### config.mk
export PLATFORM = sky130hd
export DESIGN_NAME = erased_page_rescue
export DESIGN_NICKNAME = d
export VERILOG_FILES = /design/src/rtl/erp_pkg.sv /design/src/rtl/erp_zero_count.sv /design/src/rtl/erp_flip_accum.sv /design/src/rtl/erp_word_tracker.sv /design/src/rtl/erased_page_rescue.sv
export SDC_FILE = /design/constraint.sdc
export NUM_CORES = 1
export LEC_CHECK = 0
export ABC_AREA = 1
export BUFFER_PORTS_ARGS = -buffer_cell sky130_fd_sc_hd__buf_2
export CAP_MARGIN = 0
export CELL_PAD_IN_SITES_DETAIL_PLACEMENT = 1
export CELL_PAD_IN_SITES_GLOBAL_PLACEMENT = 1
export CORE_UTILIZATION = 44
export CTS_BUF_LIST = sky130_fd_sc_hd__clkbuf_4 sky130_fd_sc_hd__clkbuf_8
export DETAILED_ROUTE_END_ITERATION = 10
export HOLD_SLACK_MARGIN = 0.15
export PLACE_DENSITY_LB_ADDON = 0.1
export SLEW_MARGIN = 20
export SYNTH_ARGS = -nofsm -noshare
export SYNTH_HDL_FRONTEND = slang
export SYNTH_SLANG_ARGS = --single-unit
### constraint.sdc
create_clock -name clk -period 14.66 [get_ports clk]
set_input_delay 2.932 -clock clk [delete_from_list [all_inputs] [get_ports clk]]
set_output_delay 2.932 -clock clk [all_outputs]
set_load 0.005 [all_outputs]
### src/rtl/erp_pkg.sv
// Shared definitions for the erased page classifier.
// Assumes the ECC status byte layout fixed by the upstream decoder.
package erp_pkg;
    localparam int STAT_UNCORR_BIT = 7;
    localparam int STAT_CNT_MSB    = 5;
    localparam int STAT_CNT_LSB    = 0;

    typedef enum logic {
        ST_IDLE = 1'b0,
        ST_SCAN = 1'b1
    } erp_state_t;
endpackage

### src/rtl/erp_zero_count.sv
// Counts the zero bits of one word (population count of the inverted word).
// Purely combinational; assumes WORD_W >= 1.
module erp_zero_count #(
    parameter int WORD_W = 32,
    localparam int ZW    = $clog2(WORD_W + 1)
) (
    input  logic [WORD_W-1:0] word,
    output logic [ZW-1:0]     zeros
);
    // Sum the inverted bits of the word.
    always_comb begin
        zeros = '0;
        for (int i = 0; i < WORD_W; i++) begin
            zeros = zeros + ZW'(!word[i]);
        end
    end
endmodule

### src/rtl/erp_flip_accum.sv
// Running total of zero bits with an early stop once the threshold is passed.
// Offers the next-cycle total and overflow so the caller can finish on the
// same edge as the last word. Assumes clear and add_en are never both high.
module erp_flip_accum #(
    parameter int THRESH = 12,
    parameter int ZW     = 6,
    parameter int CNT_W  = 6
) (
    input  logic             clk,
    input  logic             rst_n,
    input  logic             clear,
    input  logic             add_en,
    input  logic [ZW-1:0]    zeros,
    output logic [CNT_W-1:0] total_next,
    output logic             over_next
);
    logic [CNT_W-1:0] total_q;
    logic             over_q;

    // Stop adding as soon as the stored total is past the threshold.
    always_comb begin
        over_q     = (int'(total_q) > THRESH);
        total_next = total_q;
        if (add_en && !over_q) begin
            total_next = total_q + CNT_W'(zeros);
        end
        over_next  = (int'(total_next) > THRESH);
    end

    // Hold the running total; clear on a new scan.
    always_ff @(posedge clk) begin
        if (!rst_n) begin
            total_q <= '0;
        end else if (clear) begin
            total_q <= '0;
        end else begin
            total_q <= total_next;
        end
    end
endmodule

### src/rtl/erp_word_tracker.sv
// Counts accepted words of one page and flags the last one.
// Assumes NWORDS >= 2.
module erp_word_tracker #(
    parameter int NWORDS = 528,
    localparam int IDX_W = $clog2(NWORDS)
) (
    input  logic clk,
    input  logic rst_n,
    input  logic clear,
    input  logic advance,
    output logic last
);
    logic [IDX_W-1:0] idx_q;

    // Flag the position of the final word.
    always_comb last = (idx_q == IDX_W'(NWORDS - 1));

    // Step the word index on each accepted word.
    always_ff @(posedge clk) begin
        if (!rst_n) begin
            idx_q <= '0;
        end else if (clear) begin
            idx_q <= '0;
        end else if (advance) begin
            idx_q <= idx_q + 1'b1;
        end
    end
endmodule

### src/rtl/erased_page_rescue.sv
// Top: classifies an ECC-uncorrectable page as erased-with-flips or failed.
// A correctable status is passed through without scanning. An uncorrectable
// status starts a scan of DATA_BYTES + SPARE_BYTES streamed in WORD_W words.
// Assumes the page size is a multiple of WORD_W/8 and that ECC_STRENGTH/2
// fits in the 8-bit result.
module erased_page_rescue #(
    parameter int WORD_W       = 32,
    parameter int DATA_BYTES   = 2048,
    parameter int SPARE_BYTES  = 64,
    parameter int ECC_STRENGTH = 24
) (
    input  logic              clk,
    input  logic              rst_n,
    input  logic              start,
    input  logic [7:0]        ecc_status,
    input  logic              word_valid,
    output logic              word_ready,
    input  logic [WORD_W-1:0] word_data,
    output logic              done,
    output logic [7:0]        corrected,
    output logic              erased,
    output logic              fail
);
    import erp_pkg::*;

    localparam int THRESH = ECC_STRENGTH / 2;
    localparam int NWORDS = (DATA_BYTES + SPARE_BYTES) / (WORD_W / 8);
    localparam int ZW     = $clog2(WORD_W + 1);
    localparam int CNT_W  = $clog2(THRESH + WORD_W + 1);

    erp_state_t       state_q;
    logic             accept;
    logic             take_start;
    logic             last_word;
    logic [ZW-1:0]    word_zeros;
    logic [CNT_W-1:0] total_next;
    logic             over_next;

    // Handshake and start qualification.
    always_comb begin
        word_ready = (state_q == ST_SCAN);
        accept     = word_valid && word_ready;
        take_start = start && (state_q == ST_IDLE);
    end

    erp_zero_count #(.WORD_W(WORD_W)) u_zero (
        .word  (word_data),
        .zeros (word_zeros)
    );

    erp_flip_accum #(.THRESH(THRESH), .ZW(ZW), .CNT_W(CNT_W)) u_accum (
        .clk        (clk),
        .rst_n      (rst_n),
        .clear      (take_start),
        .add_en     (accept),
        .zeros      (word_zeros),
        .total_next (total_next),
        .over_next  (over_next)
    );

    erp_word_tracker #(.NWORDS(NWORDS)) u_track (
        .clk     (clk),
        .rst_n   (rst_n),
        .clear   (take_start),
        .advance (accept),
        .last    (last_word)
    );

    // Sequence control and result registers.
    always_ff @(posedge clk) begin
        if (!rst_n) begin
            state_q   <= ST_IDLE;
            done      <= 1'b0;
            corrected <= '0;
            erased    <= 1'b0;
            fail      <= 1'b0;
        end else begin
            done <= 1'b0;
            case (state_q)
                ST_IDLE: begin
                    if (take_start) begin
                        erased    <= 1'b0;
                        fail      <= 1'b0;
                        corrected <= '0;
                        if (ecc_status[STAT_UNCORR_BIT]) begin
                            state_q <= ST_SCAN;
                        end else begin
                            done      <= 1'b1;
                            corrected <= 8'(ecc_status[STAT_CNT_MSB:STAT_CNT_LSB]);
                        end
                    end
                end
                ST_SCAN: begin
                    if (accept && last_word) begin
                        state_q <= ST_IDLE;
                        done    <= 1'b1;
                        if (over_next) begin
                            fail      <= 1'b1;
                            corrected <= '0;
                        end else begin
                            erased    <= 1'b1;
                            corrected <= 8'(total_next);
                        end
                    end
                end
                default: state_q <= ST_IDLE;
            endcase
        end
    end
endmodule

---- Word-level counts from Yosys, hierarchy flattened ----
Index checks and enable logic that the tools add are counted.
W data, S select, Z words.
cells by class
  add/subtract/negate cells ............... 33
  $lt $le $gt $ge ......................... 2
  equality and inequality tests ........... 5
  multiplexer cells ....................... 21
  bitwise gates (word level) .............. 2
  reductions and logical operators ........ 41
operators with widths
  operator                 count
  $add A6 B1 Y6            30
  $logic_not A1 Y1         33
  $mux W6                  3
  $mux W8                  2
  $pmux W8 S2              1
  $gt A6 B4 Y1 const B     2
  $mux W1                  11
  $add A10 B1 Y10 const B  1
  $eq A10 B10 Y1 const B   1
  $pmux W1 S2              4
  $add A6 B6 Y6            1
  $reduce_and A3 Y1        2
  $logic_and A1 B1 Y1      4
  $ne A2 B1 Y1 const B     2
  $ne A2 B2 Y1 const B     2
  $add A1 B1 Y2            1
  $not A1 Y1               2
  $reduce_and A2 Y1        1
  $reduce_or A2 Y1         1
storage, ports and cells
  flip-flop bits (word level) ............. 28
  bits of input ports ..................... 44
  output and inout port bits .............. 12
  logic and storage cells ................. 111

---- Longest topological paths before layout ----
Gate-level depths: netlist of the first run.
  word-level depth ........................ 38
  gate-level depth with buffers ........... 25

---- By module ----
From an unflattened synthesis of the first run, not the netlist that was laid out.
second synthesis, totals
  cells, all modules ...................... 325
  area total of the unflattened synthesis .. 2414.8 um2
modules (own cells, without submodules)
  module              times used  cells an instance  area an instance (um2)
  erp_zero_count      1           104                858.3
  erp_flip_accum      1           80                 551.8
  erased_page_rescue  1           71                 514.2
  erp_word_tracker    1           70                 490.5

---- Least setup slack after synthesis of the first run ----
OpenSTA, ideal clock, no wires.
  path kind ............................... input port to flip-flop
  from .................................... input word_data[0]
  to ...................................... register fail
  library setup time ...................... 0.113 ns
  arrival time ............................ 7.518 ns
  required time ........................... 14.547 ns
  slack ................................... 7.029 ns
  stages on the path ...................... 19
  cell sequence ........................... inv_1 -> ha_1 -> fa_1 -> fa_1 -> fa_1 -> fa_1 -> fa_1 -> inv_1 -> fa_1 -> inv_1 -> fa_1 -> nand3_1 -> nand2_1 -> o21ai_0 -> nand2_1 -> nor2_4 -> nand2_1 -> nand3_1 -> nand2_1
between the ends
  cells in the longest elaborated chain, start to end .. 37
RTL lines
  what                                line                      text
  from (decl)                         erased_page_rescue.sv:18  input logic [WORD_W-1:0] word_data,
  $logic_not A1 Y1                    erp_zero_count.sv:14      zeros = zeros + ZW'(!word[i]);
  $add A1 B1 Y2                       erp_zero_count.sv:14
  $add A6 B1 Y6 (30 in a row)         erp_zero_count.sv:14
  $add A6 B6 Y6                       erp_flip_accum.sv:25      total_next = total_q + CNT_W'(zeros);
  $mux W6                             erp_flip_accum.sv:24      if (add_en && !over_q) begin
  $gt A6 B4 Y1                        erp_flip_accum.sv:27      over_next = (int'(total_next) > THRESH);
  $ne A2 B1 Y1 (no source line)       --
  $reduce_and A3 Y1 (no source line)  --
  to (signal assigned)                erased_page_rescue.sv:76  fail <= 1'b0;
  to (signal assigned)                erased_page_rescue.sv:83  fail <= 1'b0;
  to (signal assigned)                erased_page_rescue.sv:98  fail <= 1'b1;
  to (decl)                           erased_page_rescue.sv:22  output logic fail
Every way passes these cells.
A chain may end at the register's enable or synchronous reset.

---- Final worst setup path of the first run ----
Ends and elaborated chain as after synthesis.

==> metrics.md, run 1 <==
| Metric | Value |
|---|---|
| Clk Latency, worst-skew pair | `between 0.2 and 0.3 ns` |
| Initial Util | `between 40 and 50%` |
| Clock slew at reported path FFs | `0.10 ns` |
| RePlAce Congestion | `around 0.74` |
| CP startpoint kind | `input pin` |
| Setup TNS | `0 ns` |
| CTS root buf | `clkbuf_8` |
| # H-tree levels | `1` |
| Area leader, netlist | `dfxtp_1` |
| Dpl hpwl | `approximately 4.0 mm` |
| Core area | `roughly 5100 sq um` |
| Worst-case clock buffer depth | `2` |
| Main combinational cell family by area after synthesis | `adder cells` |
| Wire length per cell | `roughly 11 microns` |
| Post-Synth Adder-Cell Area | `about a third` |
| Net Switching | `between 200 and 250 uW` |
| Post-synthesis mux area share | `0%` |
| Max IR drop VDD | `0.109 mV` |
| CTS tree | `built` |
| Fmax achieved | `approximately 130 MHz` |
| Nets | `436` |
| Post-Synth Simple-Gate Area | `between 20% and 30%` |
| Sequential Power Share | `~17%` |
| Clk_skew | `approximately 0.011 ns` |
| WHS | `about 0.46 ns` |
| Total track usage | `between 10% and 20%` |
| Clock Power Share | `between 10% and 20%` |
| Vias/cell | `approximately 4.6` |
| Worst Setup End Kind | `register` |
| Met2 Usage GRT | `32.9%` |
| CP max FO | `6` |
| Switching share of power | `between 40 and 50%` |
| Initial antenna violation count | `0` |
| Ys async rst share | `0%` |
| Global routing usage on met1 | `a little under a quarter` |
| Mean area per synthesized cell | `around 8 sq um` |
| LEAKAGE | `between 0.001 and 0.0015 uW` |
| Arr. time, crit path | `7.94 ns` |
| Fillers | `approximately 690` |
| Antenna diode count | `0` |
| Top Ports | `between 50 and 60` |
| Ys flop type | `dfxtp_1` |
| Endpoints failing setup | `0` |
| Final hold violations | `0` |
| Port Buffers | `52` |
| Hold-fix buffers, CTS | `0` |
| DR pass1 iterations | `5` |
| Placed insts | `413` |
| Setup bufs post-CTS | `0` |
| CTS resizes | `0` |
| Vias in the first global route | `~1900` |
| Die Area | `roughly 5600 sq um` |
| Run status | `complete, no violations` |
| Crit Path Class | `input pin to register` |
| Die Y | `about 75 microns` |
| Via count | `between 1500 and 2000` |
| Crit path time final | `a little under 8 ns` |
| Sequential share of the synthesized area | `between 20% and 30%` |
| Final period util | `between 50% and 60%` |
| First-pass GRT wire length | `roughly 8.0 mm` |
| Comb power frac | `a little over two thirds` |
| Top cells by area, synth | `dfxtp_1 (22%), fa_1 (22%), inv_1 (11%)` |
| Critical path required time | `about 15 ns` |
| Final Max Tran Viols | `0` |
| Pwr dens | `~170 nW/um^2` |
| Total CTS buffers | `3` |
| Xor/xnor share of the synthesized area | `under 10%` |
| Compound-Gate Fraction of Synth Area | `under 10%` |
| Area of the mapped netlist | `~2300 sq um` |
| Site row count | `26` |
| Starting DRT DRC Count | `30` |
| Number of synthesized flops with an enable pin | `0` |
| Share of layout cells above drive strength 1 | `between 20% and 30%` |
| Max-cap violations | `0` |
| DRC viols | `0` |
| Post-route non-filler standard cell count | `roughly 420` |
| Area grow syn2layout | `17.4%` |
| Post-Synthesis Cells | `293` |
| Final WL | `4.58 mm` |
| Top-count cell post-synth | `inv_1` |
| Synth warn | `0` |
| Grt ovf | `0` |
| Die width | `~75 microns` |
| RSZ-0062 raised after global routing | `false` |
| Synth cell count leaders | `inv_1 (70), nand2_1 (44), dfxtp_1 (26), fa_1 (25), nor2_1 (20)` |
| Yosys top cell area share | `22.5%` |
| Met3 usage | `approximately 3.9%` |
| ANT nets after route | `0` |
| Clk sinks | `26` |
| Synthesis-stage register bit count | `26` |
| Largest net degree at the start of global routing | `16` |
| GRT Max-Usage Layer | `met2` |
| Power Total | `~450 uW` |
| Library cells used by synthesis | `31` |
| Worst hold path class | `register to register` |
| P_int | `between 200 and 250 uW` |
## flip-flops by register name, indices dropped and copies added, names as in the netlist
signal / count
u_accum.total_q: 6
erased: 1
corrected: 6
done: 1
u_track.idx_q: 10
fail: 1
word_ready: 1
## per-stage QoR
step	setup WS (ns)	cell area, sq um	utilization (%)
after global routing	6.58	2720	53.6
after detailed placement	6.56	2650	52.1
final	6.91	2720	53.6
after floorplan	7.03	2320	-
after CTS	6.86	2720	53.6
after global placement	6.62	2650	52.1
## cell usage in the layout, fill, tap and decap left out, types with 5 or more instances in the layout
cell type,netlist,routed
inv_1,70,70
nand2_1,44,44
o21ai_0,11,11
nand2_2,5,5
ha_1,19,19
nor2_2,5,5
fa_1,25,25
a21oi_1,17,17
dfxtp_1,26,26
nor2_1,20,20
nand3_1,15,15
buf_2,1,52
## routing by layer
metal | routed length, microns | vias up | share of wire, %
met5 | 0 | - | 0
met3 | 125 | 6 | 2.7
met2 | 2250 | 29 | 49
met1 | 2150 | 909 | 47
li1 | - | 993 | -
met4 | 55 | 0 | 1.2
## cells by family (layout without fill, tap and decap cells)
family,count (synthesis),in the layout
and+or+nand+nor,105,105
buffers and inverters,77,130
adders and majority gates,44,44
AOI/OAI and AO/OA,34,34
DFF,26,26
xor gates and xnor gates,6,6
other,1,2
## critical path, cell delays in order
cell and delay, ns:
buf_2 0.08, inv_1 0.03, ha_1 0.30, fa_1 0.49, fa_1 0.51, fa_1 0.56
fa_1 0.46, fa_1 0.55, fa_1 0.44, ha_1 0.24, fa_1 0.42, nand3_1 0.10
nand2_1 0.07, o21ai_0 0.24, nand2_1 0.14, nor2_4 0.18, nand2_1 0.07, nand3_1 0.08
nand2_1 0.05
## final timing paths
path                       from  depth (start not counted)  slack (ns)  endpoint
min                        fail                          2        0.46      fail
max reg2reg  u_accum.total_q[1]                         17        9.94      fail
min reg2reg                fail                          2        0.46      fail
max                word_data[0]                         19        6.91      fail
## power by group through the flow
stage / registers [uW] / clock network, uW / logic (uW)
6_report: 75.5 / 61.0 / 318
2_1_floorplan: 76.8 / 0 / 253
3_3_place_gp: 77.1 / 0 / 313
5_1_grt: 75.8 / 64.7 / 377
3_5_place_dp: 77.1 / 0 / 324
4_1_cts: 75.5 / 62.8 / 327
## layout make-up
| class | instances | area (sq um) | area share [%] |
|---|---|---|---|
| clock inverter | 1 | 30.0 | 1.10 |
| inverter | 74 | 279 | 10.3 |
| timing repair buffer | 52 | 260 | 9.58 |
| clock buffer | 3 | 41.3 | 1.52 |
| tap | 70 | 87.6 | 3.22 |
| sequential | 26 | 520 | 19.2 |
| multi-input combinational | 191 | 1500 | 55.2 |
Note: power is estimated with default switching activity, not from simulation.
==> inputs of run 2 (changes only) <==
--- a/config.mk
+++ b/config.mk
@@ -10,7 +10,7 @@
 export CAP_MARGIN = 0
 export CELL_PAD_IN_SITES_DETAIL_PLACEMENT = 1
 export CELL_PAD_IN_SITES_GLOBAL_PLACEMENT = 1
-export CORE_UTILIZATION = 44
+export CORE_UTILIZATION = 40
 export CTS_BUF_LIST = sky130_fd_sc_hd__clkbuf_4 sky130_fd_sc_hd__clkbuf_8
 export DETAILED_ROUTE_END_ITERATION = 10
 export HOLD_SLACK_MARGIN = 0.15
==> constraint.sdc (replaced) <==
create_clock -name clk -period 7.17 [get_ports clk]
set_input_delay 1.434 -clock clk [delete_from_list [all_inputs] [get_ports clk]]
set_output_delay 1.434 -clock clk [all_outputs]
set_load 0.005 [all_outputs]
==> metrics.md, run 2 (synthesis results as in run 1) <==
| Metric | Value |
|---|---|
| CTS tree | `built` |
| CP startpoint kind | `input pin` |
| Clk sinks | `26` |
| Sequential Power Share | `approximately 17%` |
| CP max FO | `6` |
| Nets | `around 440` |
| RSZ-0062 raised after global routing | `false` |
| Dpl hpwl | `~4.1 mm` |
| Max-cap violations | `0` |
| Net Switching | `424 uW` |
| Arr. time, crit path | `around 6.4 ns` |
| Worst hold path class | `register to register` |
| Clk_skew | `roughly 0.0090 ns` |
| Initial antenna violation count | `0` |
| Clock slew at reported path FFs | `~0.090 ns` |
| Commonest cells after routing, fill and taps aside | `inv_1 (70), buf_2 (52), nand2_1 (44)` |
| Final hold violations | `0` |
| Total track usage | `~18%` |
| Die width | `roughly 78 microns` |
| ANT nets after route | `0` |
| Crit Path Class | `input pin to register` |
| Worst-path cell chain | `buf_2 -> inv_1 -> ha_1 -> fa_1 -> fa_1 -> fa_1 -> fa_1 -> fa_1 -> fa_1 -> ha_1 -> fa_1 -> nand3_1 -> nand2_1 -> o21ai_0 -> nand2_1 -> nor2_4 -> nand3_1 -> a21oi_2` |
| Site row count | `27` |
| Clock Power Share | `10.7%` |
| Most frequent cell on the critical path | `fa_1` |
| RePlAce Congestion | `0.705` |
| Wire length per cell | `around 11 microns` |
| # H-tree levels | `1` |
| Comb power frac | `72.1%` |
| Worst Setup End Kind | `register` |
| Port Buffers | `between 50 and 60` |
| Biggest register | `u_track.idx_q` |
| Max IR drop VDD | `0.265 mV` |
| Via count | `1917` |
| Run status | `complete, no violations` |
| Antenna diode count | `0` |
| First-pass GRT wire length | `approximately 8.6 mm` |
| Setup bufs post-CTS | `0` |
| Post-route non-filler standard cell count | `between 400 and 500` |
| Endpoints failing setup | `0` |
| Critical path required time | `7.39 ns` |
| Crit path time final | `between 6 and 7 ns` |
| Setup TNS | `0 ns` |
| Switching share of power | `47.3%` |
| Vias/cell | `~4.6` |
| DRC viols | `0` |
| Commonest non-fill, non-tap cell in the layout | `inv_1` |
| CTS resizes | `0` |
| Final period util | `86.7%` |
| Slowest CP cell | `fa_1` |
| Max FFs per register | `10` |
| Crit path largest cell delay | `0.56 ns` |
| Vias in the first global route | `2090` |
| Bufs and invs on worst path | `2` |
| Placed insts | `about 420` |
| Pwr dens | `roughly 330 nW/um^2` |
| Share of layout cells above drive strength 1 | `23.3%` |
| Worst-case clock buffer depth | `2` |
| DR pass1 iterations | `4` |
| Final Max Tran Viols | `0` |
| Fillers | `about 740` |
| Hold-fix buffers, CTS | `0` |
| Biggest regs | `u_track.idx_q x10, corrected x6, u_accum.total_q x6` |
| Grt ovf | `0` |
| Worst-Margin Slew | `a little over 0.5 ns` |
| Fmax achieved | `roughly 160 MHz` |
| Largest net degree at the start of global routing | `15` |
| P_int | `473 uW` |
| Initial Util | `41.8%` |
| CP delay by family, top | `adder cells` |
| LEAKAGE | `between 0.001 and 0.0015 uW` |
| CTS root buf | `clkbuf_8` |
| Starting DRT DRC Count | `29` |
| Clk Latency, worst-skew pair | `around 0.28 ns` |
| Total CTS buffers | `3` |
| Top Ports | `between 50 and 60` |
| Die Area | `6090 sq um` |
| Worst slew margin | `between 60% and 70%` |
| Final WL | `4.62 mm` |
| Core area | `5540 sq um` |
| Die Y | `a little under 80 microns` |
| Area grow syn2layout | `16.8%` |
[run 2: cell types whose count changed in the layout (fill, tap and decap cells not counted), sizes merged]
cell    change
clkbuf      +1
bufinv      -1
[run 2: cell type report]
type                    instances  area, sq um  share of cell area, %
multi-input cells             191         1500                   55.4
flip-flops and latches         26          520                   19.3
inverters                      74          279                   10.3
repair buffers                 52          260                   9.63
well taps                      72         90.1                   3.33
clock buffers                   4         55.1                   2.04
[run 2: worst paths after layout]
| check | startpoint | to | slack, ns | cells after the start |
|---|---|---|---|---|
| setup / recovery | word_data[0] | corrected[2] | 0.95 | 18 |
| hold / removal | erased | erased | 0.45 | 2 |
| setup reg to reg | u_accum.total_q[1] | corrected[2] | 2.45 | 16 |
| hold reg to reg | erased | erased | 0.45 | 2 |
[run 2: power groups by stage]
stage | logic [uW] | registers, uW | clock network, uW
6_report | 647 | 154 | 95.9
5_1_grt | 774 | 155 | 104
4_1_cts | 665 | 155 | 99.4
3_5_place_dp | 662 | 158 | 0
3_3_place_gp | 646 | 158 | 0
2_1_floorplan | 517 | 157 | 0
[run 2: through the flow]
step                util, %  setup WS (ns)  power (uW)  hold WS (ns)  area (sq um)
floorplan                 -           1.04         674         0.447          2320
global placement       47.8          0.619         804         0.439          2650
detailed placement     47.8          0.593         820         0.442          2650
CTS                    48.8          0.881         919         0.459          2700
global route           48.8          0.580        1030         0.493          2700
finish                 48.8          0.953         897         0.454          2700
[run 2: worst min-delay path, cell delays in order (launching register included)]
cell,delay (ns)
dfxtp_1,0.32
inv_1,0.05
a21oi_1,0.05
[run 2: layer usage]
layer | share of wire [%] | global-route usage [%] | up-vias
met3 | 2.3 | 3.37 | 2
met4 | 0.37 | 2.78 | 0
met1 | 47 | 22.1 | 903
li1 | - | - | 991
met5 | 0 | 0 | -
met2 | 50 | 31.4 | 21
==> inputs of run 3 (changes only) <==
--- a/config.mk
+++ b/config.mk
@@ -6,13 +6,13 @@
 export NUM_CORES = 1
 export LEC_CHECK = 0
 export ABC_AREA = 1
-export BUFFER_PORTS_ARGS = -buffer_cell sky130_fd_sc_hd__buf_2
 export CAP_MARGIN = 0
 export CELL_PAD_IN_SITES_DETAIL_PLACEMENT = 1
 export CELL_PAD_IN_SITES_GLOBAL_PLACEMENT = 1
-export CORE_UTILIZATION = 40
+export CORE_UTILIZATION = 48
 export CTS_BUF_LIST = sky130_fd_sc_hd__clkbuf_4 sky130_fd_sc_hd__clkbuf_8
 export DETAILED_ROUTE_END_ITERATION = 10
+export DONT_BUFFER_PORTS = 1
 export HOLD_SLACK_MARGIN = 0.15
 export PLACE_DENSITY_LB_ADDON = 0.1
 export SLEW_MARGIN = 20
==> metrics.md, run 3 (synthesis results as in run 1) <==
| Metric | Value |
|---|---|
| Slowest CP cell | `fa_1` |
| Critical path required time | `roughly 7.4 ns` |
| Grt ovf | `0` |
| Max IR drop VDD | `between 0.2 and 0.25 mV` |
| Max-cap violations | `0` |
| Biggest register | `u_track.idx_q` |
| Worst r2r src | `u_accum.total_q[1]` |
| CP max FO | `6` |
| ANT nets after route | `0` |
| Final Max Tran Viols | `0` |
| Via count | `1750` |
| Placed insts | `approximately 340` |
| Total track usage | `approximately a fifth` |
| Worst Setup End Kind | `register` |
| Commonest non-fill, non-tap cell in the layout | `inv_1` |
| DRC viols | `0` |
| FF-to-FF setup slack | `approximately 2.4 ns` |
| Worst R2R Path Depth | `16` |
| Clk sinks | `26` |
| Die Y | `a little over 70 microns` |
| RePlAce Congestion | `roughly 0.75` |
| DR pass1 iterations | `4` |
| Nets | `384` |
| WHS | `approximately 0.48 ns` |
| Biggest regs | `u_track.idx_q x10, corrected x6, u_accum.total_q x6` |
| Die Area | `5100 sq um` |
| Starting DRT DRC Count | `40` |
| R2R Path End | `corrected[2]` |
| Fillers | `589` |
| Final hold violations | `0` |
| CP startpoint kind | `input pin` |
| Largest net degree at the start of global routing | `15` |
| Die width | `a little over 70 microns` |
| Run status | `complete, no violations` |
| Post-route non-filler standard cell count | `approximately 350` |
| Worst-path cell chain | `inv_1 -> ha_1 -> fa_1 -> fa_1 -> fa_1 -> fa_1 -> fa_1 -> fa_1 -> ha_1 -> fa_1 -> nand3_1 -> nand2_1 -> o21ai_0 -> nand2_1 -> nor2_4 -> nand3_1 -> a21oi_2` |
| Worst-case clock buffer depth | `2` |
| Area grow syn2layout | `4.49%` |
| Total CTS buffers | `3` |
| Hold Path Sink | `fail` |
| Most frequent cell on the critical path | `fa_1` |
| Initial Util | `just over 50%` |
| Sequential Power Share | `~17%` |
| Final period util | `86.3%` |
| Initial antenna violation count | `0` |
| P_int | `between 400 and 500 uW` |
| Top Ports | `56` |
| Net Switching | `around 430 uW` |
| Hold Crit Depth | `2` |
| Worst-Margin Slew | `0.534 ns` |
| Worst slew margin | `approximately 64%` |
| Cell area after layout | `2420 sq um` |
| CTS tree | `built` |
| Site row count | `24` |
| Core area | `about 4500 sq um` |
| Crit path largest cell delay | `around 0.57 ns` |
| # H-tree levels | `1` |
| Commonest cells after routing, fill and taps aside | `inv_1 (70), nand2_1 (44), dfxtp_1 (26)` |
| Worst hold path class | `register to register` |
| Clock Power Share | `10.7%` |
| HP Start | `fail` |
| Hold-fix buffers, CTS | `0` |
| Dpl hpwl | `3.91 mm` |
| Clock slew at reported path FFs | `0.09 ns` |
| Port Buffers | `0` |
| RSZ-0062 raised after global routing | `false` |
| CTS root buf | `clkbuf_8` |
| Max FFs per register | `10` |
| Endpoints failing setup | `0` |
| Arr. time, crit path | `between 6 and 7 ns` |
| Share of layout cells above drive strength 1 | `roughly a tenth` |
| Final WL | `4.51 mm` |
| Multi-input logic area | `1500 sq um` |
| First-pass GRT wire length | `7.84 mm` |
| Vias/cell | `5.04` |
| CTS resizes | `0` |
| Fmax achieved | `162 MHz` |
| Wire length per cell | `between 10 and 15 microns` |
| Placed cell area | `between 2000 and 2500 sq um` |
| Comb power frac | `around 72%` |
| Setup TNS | `0 ns` |
| Antenna diode count | `0` |
| Setup bufs post-CTS | `0` |
| Clk_skew | `0.00343 ns` |
| LEAKAGE | `between 0.001 and 0.0015 uW` |
| Switching share of power | `between 40 and 50%` |
| Pwr dens | `between 300 and 400 nW/um^2` |
| Vias in the first global route | `~1900` |
| Crit path time final | `between 6 and 7 ns` |
| Crit Path Class | `input pin to register` |
| Clk Latency, worst-skew pair | `between 0.2 and 0.3 ns` |
| Sequential cell area | `~520 sq um` |
-- run 3: cell types whose count changed in the layout (fill, tap and decap cells not counted), sizes merged --
cell / delta
buf: -52
-- run 3: critical path: cells and delay by family --
kind            cells  cell delay (ns)
compound gates      2             0.34
fa+ha+maj           9             3.94
buf+inv             1             0.02
simple gates        5             0.65
-- run 3: power by group through the flow --
stage	registers, uW	clock network, uW	logic, uW
finish	155	96.0	647
global route	156	106	774
CTS	155	98.5	659
detailed placement	159	0	656
global placement	159	0	622
floorplan	157	0	517
-- run 3: final cells by class --
class	instances	area share [%]
Sequential cell	26	21.5
Inverter	74	11.5
Clock buffer	4	2.28
Tap cell	52	2.69
Multi-Input combinational cell	191	62.0
-- run 3: how the worst max path moves through the flow --
stage               slack [ns]  depth (start not counted)    startpoint           end
floorplan                 1.04                         19  word_data[0]          fail
global placement          0.71                         18  word_data[0]          fail
detailed placement        0.66                         17  word_data[0]  corrected[2]
CTS                       0.96                         17  word_data[0]  corrected[2]
global route              0.68                         17  word_data[0]        erased
finish                    0.98                         17  word_data[0]  corrected[2]
-- run 3: metrics by stage --
stage | utilization, % | worst slack [ns] | power, uW
floorplan | - | 1.04 | 674
global placement | 52.5 | 0.714 | 781
detailed placement | 52.5 | 0.658 | 815
CTS | 53.7 | 0.959 | 913
global route | 53.7 | 0.684 | 1040
finish | 53.7 | 0.981 | 898
-- run 3: routing by layer --
layer | routed length, microns | share of wire [%] | global-route usage (%) | vias to the layer above
met5 | 0 | 0 | 0 | -
li1 | - | - | - | 889
met2 | 2350 | 52 | 37.9 | 25
met1 | 2050 | 45 | 23.1 | 834
met4 | 16 | 0.35 | 2.00 | 0
met3 | 90 | 2.0 | 3.09 | 2
